==> src/rtl/swq_pkg.sv <==
package swq_pkg;
  // advance a circular index by one slot
  function automatic int unsigned wrap_inc(int unsigned p, int unsigned depth);
    return (p + 1 >= depth) ? 0 : p + 1;
  endfunction

  // step a circular index back by n slots
  function automatic int unsigned wrap_back(int unsigned p, int unsigned n,
                                            int unsigned depth);
    return (p >= n) ? p - n : p + depth - n;
  endfunction
endpackage

==> src/rtl/swq_slot_bank.sv <==
module swq_slot_bank #(
  parameter int DEPTH  = 8,
  parameter int SEQ_W  = 16,
  parameter int ADDR_W = 32,
  parameter int DATA_W = 32,
  parameter int IDX_W  = 3
) (
  input  logic              clk,
  input  logic              rst_n,
  input  logic              alloc_we,
  input  logic [IDX_W-1:0]  alloc_idx,
  input  logic [SEQ_W-1:0]  alloc_seq,
  input  logic              exec_we,
  input  logic [IDX_W-1:0]  exec_idx,
  input  logic [ADDR_W-1:0] exec_addr,
  input  logic [DATA_W-1:0] exec_data,
  input  logic              commit_valid,
  input  logic [SEQ_W-1:0]  commit_seq,
  input  logic              issue_fire,
  input  logic [IDX_W-1:0]  issue_idx,
  input  logic              done_valid,
  input  logic [IDX_W-1:0]  done_idx,
  input  logic              release_fire,
  input  logic [IDX_W-1:0]  release_idx,
  input  logic              squash_valid,
  input  logic [SEQ_W-1:0]  squash_seq,
  input  logic [IDX_W-1:0]  rd_idx,
  input  logic [IDX_W-1:0]  hd_idx,
  output logic [DEPTH-1:0]  valid_vec,
  output logic [DEPTH-1:0]  commit_new_vec,
  output logic [DEPTH-1:0]  squash_hit_vec,
  output logic              rd_valid,
  output logic              rd_canwb,
  output logic              rd_done,
  output logic [ADDR_W-1:0] rd_addr,
  output logic [DATA_W-1:0] rd_data,
  output logic              hd_released,
  output logic              done_live
);
  logic [DEPTH-1:0]  canwb_vec, done_vec, cmt_vec;
  logic [ADDR_W-1:0] addr_arr [DEPTH];
  logic [DATA_W-1:0] data_arr [DEPTH];

  for (genvar i = 0; i < DEPTH; i++) begin : g_slot
    logic              v_q, cm_q, cw_q, dn_q;
    logic [SEQ_W-1:0]  s_q;
    logic [ADDR_W-1:0] a_q;
    logic [DATA_W-1:0] d_q;
    localparam logic [IDX_W-1:0] MY = IDX_W'(i);

    assign commit_new_vec[i] = commit_valid && v_q && !cm_q && (s_q < commit_seq);
    assign squash_hit_vec[i] = squash_valid && v_q && !cm_q && (s_q > squash_seq);

    always_ff @(posedge clk) begin
      if (!rst_n) begin
        v_q <= 1'b0; cm_q <= 1'b0; cw_q <= 1'b0; dn_q <= 1'b0;
        s_q <= '0;
      end else if (alloc_we && alloc_idx == MY) begin
        v_q <= 1'b1; cm_q <= 1'b0; cw_q <= 1'b0; dn_q <= 1'b0;
        s_q <= alloc_seq;
      end else begin
        if (squash_hit_vec[i] || (release_fire && release_idx == MY)) v_q <= 1'b0;
        if (commit_new_vec[i]) begin
          cm_q <= 1'b1;
          cw_q <= 1'b1;
        end
        if (issue_fire && issue_idx == MY) cw_q <= 1'b0;
        if (done_valid && done_idx == MY) dn_q <= 1'b1;
      end
    end

    always_ff @(posedge clk) begin
      if (!rst_n) begin
        a_q <= '0;
        d_q <= '0;
      end else if (exec_we && exec_idx == MY) begin
        a_q <= exec_addr;
        d_q <= exec_data;
      end
    end

    assign valid_vec[i] = v_q;
    assign cmt_vec[i]   = cm_q;
    assign canwb_vec[i] = cw_q;
    assign done_vec[i]  = dn_q;
    assign addr_arr[i]  = a_q;
    assign data_arr[i]  = d_q;
  end

  assign rd_valid    = valid_vec[rd_idx];
  assign rd_canwb    = canwb_vec[rd_idx];
  assign rd_done     = done_vec[rd_idx];
  assign rd_addr     = addr_arr[rd_idx];
  assign rd_data     = data_arr[rd_idx];
  assign hd_released = valid_vec[hd_idx] && done_vec[hd_idx];
  // a completion may only name a live slot that has already been sent
  assign done_live   = valid_vec[done_idx] && cmt_vec[done_idx] && !canwb_vec[done_idx];
endmodule

==> src/rtl/swq_wb_port.sv <==
module swq_wb_port #(
  parameter int CACHE_PORTS = 2,
  parameter int PW          = 2
) (
  input  logic          clk,
  input  logic          rst_n,
  input  logic          rd_valid,
  input  logic          rd_canwb,
  input  logic          rd_done,
  input  logic [PW-1:0] ld_ports_taken,
  input  logic          wr_ready,
  input  logic          wr_retry,
  output logic          wr_valid,
  output logic          issue_fire,
  output logic          reject_fire,
  output logic          blocked
);
  logic port_free;

  assign port_free   = ld_ports_taken < PW'(CACHE_PORTS);
  assign wr_valid    = rd_valid && rd_canwb && !rd_done && !blocked && port_free;
  assign issue_fire  = wr_valid && wr_ready;
  assign reject_fire = wr_valid && !wr_ready;

  always_ff @(posedge clk) begin
    if (!rst_n)           blocked <= 1'b0;
    else if (reject_fire) blocked <= 1'b1;
    else if (wr_retry)    blocked <= 1'b0;
  end
endmodule

==> src/rtl/store_wb_queue.sv <==
module store_wb_queue #(
  parameter int DEPTH       = 8,
  parameter int SEQ_W       = 16,
  parameter int ADDR_W      = 32,
  parameter int DATA_W      = 32,
  parameter int CACHE_PORTS = 2,
  localparam int IDX_W      = $clog2(DEPTH),
  localparam int CNT_W      = $clog2(DEPTH + 1),
  localparam int PW         = $clog2(CACHE_PORTS + 1)
) (
  input  logic              clk,
  input  logic              rst_n,
  input  logic              alloc_valid,
  input  logic [SEQ_W-1:0]  alloc_seq,
  output logic              alloc_ready,
  output logic [IDX_W-1:0]  alloc_idx,
  input  logic              exec_valid,
  input  logic [IDX_W-1:0]  exec_idx,
  input  logic [ADDR_W-1:0] exec_addr,
  input  logic [DATA_W-1:0] exec_data,
  input  logic              commit_valid,
  input  logic [SEQ_W-1:0]  commit_seq,
  input  logic [PW-1:0]     ld_ports_taken,
  output logic              wr_valid,
  output logic [IDX_W-1:0]  wr_idx,
  output logic [ADDR_W-1:0] wr_addr,
  output logic [DATA_W-1:0] wr_data,
  input  logic              wr_ready,
  input  logic              wr_retry,
  input  logic              done_valid,
  input  logic [IDX_W-1:0]  done_idx,
  input  logic              squash_valid,
  input  logic [SEQ_W-1:0]  squash_seq,
  output logic [CNT_W-1:0]  occupancy,
  output logic [CNT_W-1:0]  wb_pending,
  output logic              full,
  output logic              blocked
);
  import swq_pkg::*;

  logic [IDX_W-1:0] head_q, tail_q, wbp_q, tail_back;
  logic [DEPTH-1:0] valid_vec, commit_new_vec, squash_hit_vec;
  logic             alloc_fire, issue_fire, reject_fire, release_fire, done_live;
  logic             rd_valid, rd_canwb, rd_done;
  logic [CNT_W-1:0] n_commit, n_squash;

  assign full        = occupancy >= CNT_W'(DEPTH - 1);
  assign alloc_ready = !full && !squash_valid;
  assign alloc_fire  = alloc_valid && alloc_ready;
  assign alloc_idx   = tail_q;
  assign wr_idx      = wbp_q;
  assign n_commit    = CNT_W'($countones(commit_new_vec));
  assign n_squash    = CNT_W'($countones(squash_hit_vec));
  assign tail_back   = IDX_W'(wrap_back(32'(tail_q), 32'(n_squash), DEPTH));

  swq_slot_bank #(
    .DEPTH(DEPTH), .SEQ_W(SEQ_W), .ADDR_W(ADDR_W), .DATA_W(DATA_W), .IDX_W(IDX_W)
  ) i_bank (
    .clk(clk), .rst_n(rst_n),
    .alloc_we(alloc_fire), .alloc_idx(tail_q), .alloc_seq(alloc_seq),
    .exec_we(exec_valid), .exec_idx(exec_idx), .exec_addr(exec_addr), .exec_data(exec_data),
    .commit_valid(commit_valid), .commit_seq(commit_seq),
    .issue_fire(issue_fire), .issue_idx(wbp_q),
    .done_valid(done_valid), .done_idx(done_idx),
    .release_fire(release_fire), .release_idx(head_q),
    .squash_valid(squash_valid), .squash_seq(squash_seq),
    .rd_idx(wbp_q), .hd_idx(head_q),
    .valid_vec(valid_vec), .commit_new_vec(commit_new_vec), .squash_hit_vec(squash_hit_vec),
    .rd_valid(rd_valid), .rd_canwb(rd_canwb), .rd_done(rd_done),
    .rd_addr(wr_addr), .rd_data(wr_data),
    .hd_released(release_fire), .done_live(done_live)
  );

  swq_wb_port #(.CACHE_PORTS(CACHE_PORTS), .PW(PW)) i_wb (
    .clk(clk), .rst_n(rst_n),
    .rd_valid(rd_valid), .rd_canwb(rd_canwb), .rd_done(rd_done),
    .ld_ports_taken(ld_ports_taken), .wr_ready(wr_ready), .wr_retry(wr_retry),
    .wr_valid(wr_valid), .issue_fire(issue_fire), .reject_fire(reject_fire),
    .blocked(blocked)
  );

  always_ff @(posedge clk) begin
    if (!rst_n) begin
      head_q     <= '0;
      tail_q     <= '0;
      wbp_q      <= '0;
      occupancy  <= '0;
      wb_pending <= '0;
    end else begin
      if (release_fire) head_q <= IDX_W'(wrap_inc(32'(head_q), DEPTH));
      if (squash_valid)    tail_q <= tail_back;
      else if (alloc_fire) tail_q <= IDX_W'(wrap_inc(32'(tail_q), DEPTH));
      if (issue_fire)
        wbp_q <= IDX_W'(wrap_inc(32'(wbp_q), DEPTH));
      else if (squash_hit_vec[wbp_q])
        wbp_q <= tail_back;
      occupancy  <= occupancy + CNT_W'(alloc_fire) - CNT_W'(release_fire) - n_squash;
      wb_pending <= wb_pending + n_commit - CNT_W'(issue_fire);
    end
  end

  // live slots never exceed the capacity left by the sentinel
  p_occ_bound_r1: assert property (@(posedge clk) disable iff (!rst_n)
    occupancy <= CNT_W'(DEPTH - 1));
  // a store is only accepted while one is counted as waiting
  p_pending_cover_r4: assert property (@(posedge clk) disable iff (!rst_n)
    issue_fire |-> wb_pending != '0);
  // a rejected write silences the request until a retry
  p_reject_silent_r5: assert property (@(posedge clk) disable iff (!rst_n)
    (wr_valid && !wr_ready && !wr_retry) |=> !wr_valid);
  // the writeback pointer stays on a rejected store
  p_reject_holds_r5: assert property (@(posedge clk) disable iff (!rst_n)
    (wr_valid && !wr_ready) |=> $stable(wr_idx));
  // completions only name live, already-sent slots
  p_done_live_r6: assert property (@(posedge clk) disable iff (!rst_n)
    done_valid |-> done_live);
  // no write request while loads hold every cache port
  p_port_limit_r7: assert property (@(posedge clk) disable iff (!rst_n)
    wr_valid |-> ld_ports_taken < PW'(CACHE_PORTS));
  // a squash never removes a slot the head is about to release
  p_squash_spares_head_r8: assert property (@(posedge clk) disable iff (!rst_n)
    release_fire |-> !squash_hit_vec[head_q]);
endmodule

==> config.mk <==
export PLATFORM = sky130hd
export DESIGN_NAME = store_wb_queue
export DESIGN_NICKNAME = d
export VERILOG_FILES = /design/src/rtl/swq_pkg.sv /design/src/rtl/swq_slot_bank.sv /design/src/rtl/swq_wb_port.sv /design/src/rtl/store_wb_queue.sv
export SDC_FILE = /design/constraint.sdc
export NUM_CORES = 2
export LEC_CHECK = 0
export ABC_CLOCK_PERIOD_IN_PS = 8600
export CAP_MARGIN = 0
export CORE_MARGIN = 2
export CORE_UTILIZATION = 39
export CTS_BUF_LIST = sky130_fd_sc_hd__clkbuf_2 sky130_fd_sc_hd__clkbuf_4 sky130_fd_sc_hd__clkbuf_8
export DETAILED_ROUTE_END_ITERATION = 10
export DONT_BUFFER_PORTS = 1
export PLACE_DENSITY = 0.51
export SKIP_LAST_GASP = 1
export SLEW_MARGIN = 15
export SYNTH_ARGS = -nofsm -noshare
export SYNTH_HDL_FRONTEND = slang
export SYNTH_SLANG_ARGS = --single-unit
==> constraint.sdc <==
create_clock -name clk -period 8.6 [get_ports clk]
set_clock_uncertainty 0.15 [all_clocks]
set_input_delay 1.72 -clock clk [delete_from_list [all_inputs] [get_ports clk]]
set_output_delay 1.72 -clock clk [all_outputs]
set_load 0.01 [all_outputs]
==> metrics.txt <==
crit path from squash_seq[15]; FF-to-FF Start i_bank.g_slot[0].s_q[14]; Max Clock Freq about 140 MHz; Worst-Margin Slew 1.152 ns; Hold-fix buffers, CTS 0; clock sinks 690; CP Class input pin to flip-flop; fin cells 5354; CP Capture Type flip-flop; CORE AREA slightly below 90000 µm²; post-place setup slack approximately 0.66 ns; DRT Pass-1 Iters 5; Final setup viols 0; Fillers approximately 9000; share of cells above drive strength 1 0.1051; Post-CTS Setup Repair Bufs 0; Worst EP required 9.09 ns; Detailed Route WL 119300 µm; largest fanout on the critical path 8; Hold Crit Class flip-flop to flip-flop; initial antenna violation count 2; crit path DAT approximately 7.7 ns; share of the synthesized area in the top cell type 0.3978; worst r2r dst occupancy[3]; IO buf count 0; GPL Wtd Cong a little under 0.9; Net Switching 1820 µW; startpoint class of the critical path input pin; R2R depth 20; Fin. Hold Viols 0; warning count from the yosys run 0; clk slew on worst S/H paths about 0.060 ns; drt via density ~5.4; vias in the first global route around 28000; Leak between 0.01 and 0.015 µW; Clk pwr share 0.469; post-cts sizing count 0; Mapped Area 34730 µm²; I/O Pins 211; first-pass GRT wire length roughly 180000 µm; internal power roughly 5300 µW; post-route setup slack approximately 1.4 ns; number of cell rows 109; r2r setup slk ~2.3 ns; count of cell types in the netlist 76; H-tree Lvls 4; Layout area overhead 9.230%; grt ovf 0; FFs w/ async S/R, synth 0; Seq pwr share 0.466; Mapped Nets 4676; 1st-iter DRT viols 2300; Post-synth EDFFs 0; final slew viol count 0; Worst VDD drop around 0.00014 V; Mean Syn Cell Area slightly above 8 µm²; maxcap violations 0; total track usage 0.2582; slew margin rel. 0.2318; Top Usage Layer GRT met2; Seq/Total Area, Yosys 0.3978; Die Width 302.4 µm; largest net degree at the start of global routing 190; insertion delay to the later sink of the worst-skew pair about 0.8 ns; FF+latch count, synth 690; via count 28970; M1 GR Usage 0.3319; Final period util 0.8362; RSZ-0062 raised after global routing false; Gate power share 0.064; Die Area approximately 91000 µm²; TritonCTS clock tree yes; post-synthesis cell count about 4300; sw frac 0.2562; GR Util met3 0.06170; cells taking the most area after synthesis dfxtp_1, nand2_1, a21oi_1; Sequential cell area roughly 14000 µm²; Hold Worst Slack between 0.2 and 0.3 ns; clock buffer depth 3; Detail Placement HPWL a little over 70000 µm; Die Height ~300 µm; TritonCTS Buffers 130; Residual DRC 0; met2 GRT Util 0.4229; WL/cell 22.29 µm; nets roughly 4500; crit path time final about 7.2 ns; final setup TNS 0 ns; total power a little over 7000 µW; worst setup path end occupancy[3]; Multi-input gate area 19260 µm²; Pwr per Cell Area 187.3 nW/µm²; CTS Root Cell clkbuf_8; Post-synth top flop dfxtp_1; Initial Util 0.3930; remaining antenna violation count after routing 0; dpl cells around 5100; Yosys top cell by area dfxtp_1; outcome complete, no violations
## flip-flops by register name (all words and copies together) (netlist names), 3 cells and up
register and flops:
i_bank.g_slot.a_q 256, i_bank.g_slot.d_q 256, i_bank.g_slot.s_q 128, i_bank.g_slot.cm_q 8
i_bank.g_slot.cw_q 8, i_bank.g_slot.dn_q 8, i_bank.g_slot.v_q 8, occupancy 4
wb_pending 4, alloc_idx 3, head_q 3, wr_idx 3
## placed cells by master, fill, tap and decap left out, types with 11 or more instances in the layout
master / instances
a211oi_1: 11
a21o_1: 56
a21oi_1: 722
and3_1: 14
buf_4: 40
clkbuf_4: 47
clkbuf_8: 155
dfxtp_1: 687
fa_1: 14
ha_1: 279
inv_1: 87
mux4_2: 129
nand2_1: 1523
nand2b_1: 14
nand3_1: 37
nand4_1: 34
nor2_1: 71
nor2b_1: 23
nor3_1: 14
o211ai_1: 12
o21ai_0: 37
xnor2_1: 11
## cells in the mapped netlist (4+ instances only)
master,number
nor4bb_1,6
buf_2,21
buf_1,5
and3_1,14
a221oi_2,4
mux4_2,129
o21ai_0,37
fa_1,14
o41ai_1,4
o211a_1,4
dfxtp_1,690
xnor2_1,11
and4_1,7
nand2b_1,14
nand4_1,34
a31oi_1,10
a21oi_1,722
inv_1,88
and2_1,6
a2111oi_2,4
o21a_1,4
nand3_1,41
a211oi_1,11
clkbuf_2,65
ha_1,279
nand2_1,1526
o211ai_1,12
nand4b_1,4
nor3_1,16
nor2b_1,23
nor2_1,77
or2_2,4
nand3b_1,6
buf_4,12
a2111oi_0,4
nor4_1,8
a21o_1,56
clkbuf_1,221
## power groups by stage
stage	registers [µW]	clock network (µW)	logic [µW]
4_1_cts	3310	3420	458
3_5_place_dp	3380	0	457
6_report	3310	3330	457
3_3_place_gp	3380	0	450
5_1_grt	3320	3550	509
2_1_floorplan	3370	0	369
## stage by stage
stage,instance area [µm²],utilization
after floorplan,34730,-
after global placement,35260,0.3990
after detailed placement,35260,0.3990
after CTS,37930,0.4292
after global routing,37930,0.4292
final,37930,0.4292
## how the worst min path moves through the flow
| stage | from | end | slack (ns) | depth (start not counted) |
|---|---|---|---|---|
| 2_1_floorplan | i_bank.g_slot[5].a_q[13] | i_bank.g_slot[5].a_q[13] | 0.28 | 2 |
| 3_3_place_gp | i_bank.g_slot[2].a_q[30] | i_bank.g_slot[2].a_q[30] | 0.29 | 2 |
| 3_5_place_dp | i_bank.g_slot[3].d_q[8] | i_bank.g_slot[3].d_q[8] | 0.29 | 2 |
| 4_1_cts | i_bank.g_slot[3].d_q[8] | i_bank.g_slot[3].d_q[8] | 0.30 | 2 |
| 5_1_grt | i_bank.g_slot[2].a_q[17] | i_bank.g_slot[2].a_q[17] | 0.32 | 2 |
| 6_report | i_bank.g_slot[6].d_q[23] | i_bank.g_slot[6].d_q[23] | 0.30 | 2 |
## kinds of logic (layout without fill, tap and decap cells)
kind of cell    Yosys count  count (layout)  synth area share
fa+ha+maj               293             293            0.1086
buf+inv                 421             353           0.05138
compound gates          905             905            0.1452
xor+xnor                 14              14          0.003531
other cells               0               3                 0
flops                   690             690            0.3978
mux                     129             129           0.08366
simple gates           1802            1802            0.2099
## layer usage
layer | share of wire | up-vias
li1 | - | 14090
met1 | 0.43 | 13920
met2 | 0.47 | 774
met3 | 0.067 | 199
met4 | 0.031 | 0
met5 | 0 | -
## critical path, cell delays in order
cell     delay (ns)
inv_1          0.17
ha_1           0.38
nand4_1        0.22
nor4_1         0.39
o21ai_0        0.19
a31oi_1        0.37
nand2_1        0.17
fa_1           0.54
fa_1           0.53
fa_1           0.56
inv_1          0.04
ha_1           0.22
fa_1           0.48
inv_1          0.08
fa_1           0.46
ha_1           0.22
fa_1           0.38
xnor2_1        0.20
xnor2_1        0.16
xnor2_1        0.13
nor2_1         0.05
## cell type report
type / instances / share of cell area
inverters: 92 / 0.009433
repair buffers: 43 / 0.009499
well taps: 1165 / 0.03843
multi-input cells: 3143 / 0.5077
clock buffers: 202 / 0.06554
clock inverters: 16 / 0.004783
flip-flops and latches: 690 / 0.3644
diodes: 3 / 0.0001979
No activity file was read; power rests on OpenSTA's default activity.
